## src/rtl/adc_seq_pkg.sv

```systemverilog
package adc_seq_pkg;

    typedef enum logic [1:0] {
        ST_STOP = 2'b00,
        ST_STBY = 2'b01,
        ST_CONV = 2'b11
    } seq_state_e;

    function automatic logic [3:0] div_ratio(input logic [1:0] sel);
        logic [3:0] r;
        unique case (sel)
            2'b00:   r = 4'd8;
            2'b01:   r = 4'd4;
            2'b10:   r = 4'd2;
            default: r = 4'd1;
        endcase
        return r;
    endfunction

endpackage

```

## src/rtl/adc_seq_prescale.sv

```systemverilog
module adc_seq_prescale
    import adc_seq_pkg::*;
(
    input  logic       clk,
    input  logic       rst_n,
    input  logic       run,
    input  logic [1:0] sel,
    output logic       tick
);
    logic [3:0] cnt_q;
    logic [3:0] ratio;

    assign ratio = div_ratio(sel);
    assign tick  = run && (cnt_q == ratio - 4'd1);

    always_ff @(posedge clk or negedge rst_n) begin
        if (!rst_n)
            cnt_q <= '0;
        else if (!run || tick)
            cnt_q <= '0;
        else
            cnt_q <= cnt_q + 4'd1;
    end
endmodule

```

## src/rtl/adc_seq_settle.sv

```systemverilog
module adc_seq_settle #(
    parameter int SETTLE_CYC = 25
) (
    input  logic clk,
    input  logic rst_n,
    input  logic enable,
    output logic settled
);
    localparam int CW = $clog2(SETTLE_CYC + 1);

    logic [CW-1:0] cnt_q;

    assign settled = (cnt_q == CW'(SETTLE_CYC));

    always_ff @(posedge clk or negedge rst_n) begin
        if (!rst_n)
            cnt_q <= '0;
        else if (!enable)
            cnt_q <= '0;
        else if (!settled)
            cnt_q <= cnt_q + 1'b1;
    end
endmodule

```

## src/rtl/adc_seq_sar.sv

```systemverilog
module adc_seq_sar #(
    parameter int RES_BITS = 10
) (
    input  logic                clk,
    input  logic                rst_n,
    input  logic                load,
    input  logic                step,
    input  logic                cmp,
    output logic [RES_BITS-1:0] trial
);
    localparam logic [RES_BITS-1:0] TOP_BIT = {1'b1, {(RES_BITS-1){1'b0}}};

    logic [RES_BITS-1:0] trial_q;
    logic [RES_BITS-1:0] ptr_q;

    assign trial = trial_q;

    always_ff @(posedge clk or negedge rst_n) begin
        if (!rst_n) begin
            trial_q <= '0;
            ptr_q   <= '0;
        end else if (load) begin
            trial_q <= TOP_BIT;
            ptr_q   <= TOP_BIT;
        end else if (step) begin
            trial_q <= (cmp ? trial_q : (trial_q & ~ptr_q)) | (ptr_q >> 1);
            ptr_q   <= ptr_q >> 1;
        end
    end
endmodule

```

## src/rtl/adc_seq_top.sv

```systemverilog
module adc_seq_top
    import adc_seq_pkg::*;
#(
    parameter int RES_BITS     = 10,
    parameter int SETTLE_CYC   = 25,
    parameter int LONG_TOTAL   = 23,
    parameter int LONG_SAMPLE  = 9,
    parameter int SHORT_TOTAL  = 17,
    parameter int SHORT_SAMPLE = 3
) (
    input  logic                clk,
    input  logic                rst_n,
    input  logic                enable_i,
    input  logic                start_wr_i,
    input  logic                start_val_i,
    input  logic [1:0]          div_sel_i,
    input  logic                fast_i,
    input  logic                cmp_i,
    output logic                sample_o,
    output logic [RES_BITS-1:0] trial_o,
    output logic [RES_BITS-1:0] result_o,
    output logic                done_o,
    output logic [1:0]          state_o,
    output logic                first_bad_o,
    output logic                start_err_o
);
    localparam int PH_W = $clog2(LONG_TOTAL + 1);

    seq_state_e st_q, st_d;

    logic [PH_W-1:0]     phase_q;
    logic [1:0]          sel_q;
    logic                mode_q;
    logic                done_q;
    logic [RES_BITS-1:0] result_q;
    logic                bad_q;
    logic                taint_q;
    logic                err_q;

    logic wr_one, wr_zero, accept, conv, tick, settled, last_tick, finish, step;
    logic [PH_W-1:0] tot_m1, samp_n, dec_end;

    assign wr_one  = start_wr_i && start_val_i;
    assign wr_zero = start_wr_i && !start_val_i;
    assign conv    = (st_q == ST_CONV);
    assign accept  = !conv && enable_i && wr_one;

    assign tot_m1  = mode_q ? PH_W'(SHORT_TOTAL - 1) : PH_W'(LONG_TOTAL - 1);
    assign samp_n  = mode_q ? PH_W'(SHORT_SAMPLE)    : PH_W'(LONG_SAMPLE);
    assign dec_end = samp_n + PH_W'(RES_BITS);

    assign last_tick = conv && tick && (phase_q == tot_m1);
    assign finish    = last_tick && enable_i && !wr_zero;
    assign step      = conv && tick && (phase_q >= samp_n) && (phase_q < dec_end);

    adc_seq_prescale u_pre (
        .clk   (clk),
        .rst_n (rst_n),
        .run   (conv),
        .sel   (sel_q),
        .tick  (tick)
    );

    adc_seq_settle #(.SETTLE_CYC(SETTLE_CYC)) u_settle (
        .clk     (clk),
        .rst_n   (rst_n),
        .enable  (enable_i),
        .settled (settled)
    );

    adc_seq_sar #(.RES_BITS(RES_BITS)) u_sar (
        .clk   (clk),
        .rst_n (rst_n),
        .load  (accept),
        .step  (step),
        .cmp   (cmp_i),
        .trial (trial_o)
    );

    // next-state logic
    always_comb begin
        st_d = st_q;
        unique case (st_q)
            ST_STOP: begin
                if (accept)        st_d = ST_CONV;
                else if (enable_i) st_d = ST_STBY;
            end
            ST_STBY: begin
                if (!enable_i)     st_d = ST_STOP;
                else if (accept)   st_d = ST_CONV;
            end
            ST_CONV: begin
                if (!enable_i)                 st_d = ST_STOP;
                else if (wr_zero || last_tick) st_d = ST_STBY;
            end
            default: st_d = ST_STOP;
        endcase
    end

    // state register
    always_ff @(posedge clk or negedge rst_n) begin
        if (!rst_n) st_q <= ST_STOP;
        else        st_q <= st_d;
    end

    // conversion datapath and flags
    always_ff @(posedge clk or negedge rst_n) begin
        if (!rst_n) begin
            phase_q  <= '0;
            sel_q    <= '0;
            mode_q   <= 1'b0;
            done_q   <= 1'b0;
            result_q <= '0;
            bad_q    <= 1'b0;
            taint_q  <= 1'b0;
            err_q    <= 1'b0;
        end else begin
            done_q <= finish;
            if (accept) begin
                phase_q <= '0;
                sel_q   <= div_sel_i;
                mode_q  <= fast_i;
                taint_q <= !settled;
                if (!settled) bad_q <= 1'b1;
            end else if (conv && tick) begin
                phase_q <= phase_q + 1'b1;
            end
            if (finish) begin
                result_q <= trial_o;
                if (!taint_q) bad_q <= 1'b0;
            end
            if (wr_one && !enable_i) err_q <= 1'b1;
        end
    end

    // outputs
    always_comb begin
        sample_o    = conv && (phase_q < samp_n);
        state_o     = st_q;
        done_o      = done_q;
        result_o    = result_q;
        first_bad_o = bad_q;
        start_err_o = err_q;
    end
endmodule

```

## config.mk

```make
export PLATFORM = sky130hd
export DESIGN_NAME = adc_seq_top
export DESIGN_NICKNAME = d
export VERILOG_FILES = /design/src/rtl/adc_seq_pkg.sv /design/src/rtl/adc_seq_prescale.sv /design/src/rtl/adc_seq_settle.sv /design/src/rtl/adc_seq_sar.sv /design/src/rtl/adc_seq_top.sv
export SDC_FILE = /design/constraint.sdc
export NUM_CORES = 1
export LEC_CHECK = 0
export BUFFER_PORTS_ARGS = -buffer_cell sky130_fd_sc_hd__buf_2
export CAP_MARGIN = 20
export CORE_ASPECT_RATIO = 1.4
export CORE_MARGIN = 5
export CORE_UTILIZATION = 45
export CTS_CLUSTER_SIZE = 8
export DETAILED_ROUTE_END_ITERATION = 8
export PLACE_DENSITY = 0.72
export SLEW_MARGIN = 20
export SYNTH_ARGS = -nofsm -noshare
export SYNTH_HDL_FRONTEND = slang
export SYNTH_HIERARCHICAL = 1
export SYNTH_SLANG_ARGS = --single-unit
```

## constraint.sdc

```tcl
create_clock -name clk -period 5.5 [get_ports clk]
set_input_delay 0.825 -clock clk [delete_from_list [all_inputs] [get_ports clk]]
set_output_delay 0.825 -clock clk [all_outputs]
set_load 0.03 [all_outputs]
```

==> results.toml <==
[worst_setup_path]
crit_slowest_cell = "or4bb_1"
cp-start-kind = "flip-flop"
slowest_delay_ns = 0.56
ff2ff_path_depth = 8
crit_path_start = "u_pre/cnt_q[0]"
worstSetupPathType = "reg -> reg"
cp-end-kind = "flip-flop"
rr_endpoint = "u_sar/trial[8]"
ff2ff_setup_slack_ns = 2.16
crit_end = "u_sar/trial[8]"
cp.required_ns = 5.65
crit_chain = "or4bb_1 -> o32ai_2 -> o21a_1 -> nand3_1 -> nor4b_2 -> buf_4 -> nor2b_2 -> a311oi_2"
crit_arrival_ns = 3.48
reg2reg_from = "u_pre/cnt_q[0]"
worstPathMaxFanout = 30

[synth]
synth_top_cells_by_count = "dfrtp_1 (53), nand2_1 (19), nand2b_1 (13)"
synth_compound_gate_area_share_pct = 15.17
netlist_area_mm2 = 0.002614
synthTopCellsByArea = "dfrtp_1 (51%), a311oi_2 (5.2%), ha_1 (4.8%)"
yosys.cell_count.top_type = "dfrtp_1"
yosysWarnings = 6
synth_top_family_by_area = "compound AO/OA/AOI/OAI gates"
synth_xor_area_share_pct = 2.011
async_reset_ff_share_pct = 100.0
synthesis.nets = 234
synth_mux_area_share_pct = 8.281
synth-seq-cells = 53
synth_fa_ha_area_share_pct = 4.787
synth_area_per_cell_um2 = 12.16
ys_seq_area_share_pct = 50.74
synth-simple-area-share_pct = 14.60
synth_cell_types = 48
synth.largest_area_cell = "dfrtp_1"
synthCells = 215
synth_top_area_share_pct = 50.74
synth_edf_count = 0
synth_top_flop_cell = "dfrtp_1"

[grt]
grt_pass1_wl_um = 8224
grt_max_degree = 54
first_global_vias = 1680
antenna_found_initial = 0
grt_usage_pct = 14.11
grt.overflow.total = 0

[power]
p_per_area_mw_per_mm2 = 254.6
vdd_drop_max_uv = 145.4
p_sw_share_pct = 23.38
pwr-share-seq_pct = 55.3
p_switching_w = 0.0001743
totalPowerFinal_w = 0.0007457
power_frac_comb_pct = 7.9
power.internal_w = 0.0005713
p_clk_share_pct = 36.8
leakage_nw = 1.368

[detailed_routing]
vias = 1718
first_pass_iters = 5
drcViolationCount = 0
viasPerCell = 5.403
routed_wl_um = 4790
drtIter0Drc = 99
drtAntennaViolNets = 0
wl_per_cell_um = 15.06

[timing]
slew_viol_final = 0
tightest_slew_ns = 0.9524
finClkSkew_ns = 0.009602
post-route-period-util_pct = 60.65
post-route-min-period_ns = 3.336
slew_headroom_pct = 36.03
hold_viol_final = 0
fin_setup_tns_ns = 0
max_freq_mhz = 299.8
setup_viol = 0
rsz0062_at_grt = "no"
setup_slack_ns = 2.164

[placed_design]
buffer_ports.inserted = 34
gp_congestion = 0.8027
dp_hpwl_um = 3444
post-place-ws_ns = 2.175
place_area_mm2 = 0.002809

[clocking]
worstSkewPairLatency_ns = 0.31
clock_sinks = 53
cts_htree_levels = 2
cts_setup_buffers = 0
cts_buffer_depth = 2
cts_hold_buffers = 0
clk_pin_slew_worst_paths_ns = 0.09
cts-buffers-inserted = 5
cts_tree = "yes"
clock-root-buffer = "clkbuf_8"
cts-resized-gates = 0

[cells_and_area]
layout.nets = 268
final_area_mm2 = 0.002929
fillCellCount = 484
diodes = 0
areaGrowthSynthToFinish_pct = 12.06
drive_gt1_share_pct = 31.60

[die]
die_width_um = 74.41
core_area_mm2 = 0.005565
io_pins = 35
initial_core_util_pct = 46.96
die_h_um = 100.2
die_area_mm2 = 0.007454
placementRows = 32

[run]
cap_violations = 0

[hold_path]
min_path_type = "reg -> reg"
hold_path_depth = 1

[status]
status = "finished, final reports clean"
==> layer usage <==
metal	vias up	global-route usage [%]	part of all wire, %	wire length (µm)
met4	0	5.616	2.2	106
li1	837	-	-	-
met2	35	22.41	51	2444
met1	838	18.79	43	2073
met5	-	0	0	0
met3	8	2.705	3.5	166
==> how the worst min path moves through the flow <==
stage                          end  slack, ns           start
floorplan                  taint_q       0.45         taint_q
global placement       start_err_o       0.46     start_err_o
CTS                        taint_q       0.49         taint_q
global route        u_sar/trial[0]       0.51  u_sar/ptr_q[0]
finish                     taint_q       0.49         taint_q
detailed placement         taint_q       0.47         taint_q
==> power by group through the flow <==
stage               clock [W]  combinational (W)  sequential [W]
floorplan                   0          0.0000346        0.000420
global placement            0          0.0000566        0.000419
detailed placement          0          0.0000599        0.000420
CTS                  0.000285          0.0000600        0.000412
global route         0.000304          0.0000659        0.000415
finish               0.000274          0.0000589        0.000412
==> layout by cell type (no fill, tap or decap), types with 4 or more instances in the layout <==
cell       n
mux2i_1    4
buf_2     34
dfrtp_1   53
inv_1      9
a21oi_1   12
a21oi_2    8
mux2_4     8
nor2_1     8
nand2b_1  13
nand2_1   19
clkbuf_8   6
ha_1      10
a311oi_2   9
nand3_1    5
==> cell families (layout without fill, tap and decap cells) <==
| family | count (synthesis) | in the layout |
|---|---|---|
| xor+xnor | 6 | 6 |
| flops | 53 | 53 |
| mux | 17 | 17 |
| buf+inv | 18 | 53 |
| compound gates | 46 | 46 |
| simple gates | 65 | 65 |
| fa+ha+maj | 10 | 10 |
==> registers in the layout, summed over array words and instances (netlist names) <==
register	cells
done_o	1
start_err_o	1
u_sar/trial	10
taint_q	1
u_settle/cnt_q	5
result_o	10
sel_q	2
first_bad_o	1
u_sar/ptr_q	10
mode_q	1
phase_q	5
u_pre/cnt_q	4
state_o	2
==> stage by stage <==
stage               utilization, %  hold slack [ns]  cells
floorplan                        -           0.4495    215
global placement             50.47           0.4565    310
detailed placement           50.47           0.4665    310
CTS                          52.63           0.4889    318
global route                 52.63           0.5055    318
finish                       52.63           0.4853    318
==> layout make-up <==
| class | count | area, µm² | share of cell area (%) |
|---|---|---|---|
| Timing Repair Buffer | 36 | 185.2 | 6.322 |
| Sequential cell | 53 | 1326 | 45.28 |
| Multi-Input combinational cell | 144 | 1179 | 40.24 |
| Tap cell | 68 | 85.08 | 2.905 |
| Clock inverter | 2 | 37.54 | 1.282 |
| Clock buffer | 6 | 82.58 | 2.819 |
| Inverter | 9 | 33.78 | 1.153 |
==> critical path, delay by kind of cell (launching register included) <==
family                 cells  cell delay (ns)
AOI/OAI and AO/OA          3             0.81
and+or+nand+nor            4             1.58
DFF                        1             0.44
buffers and inverters      1             0.34
Power figures use the tool's default switching activity.
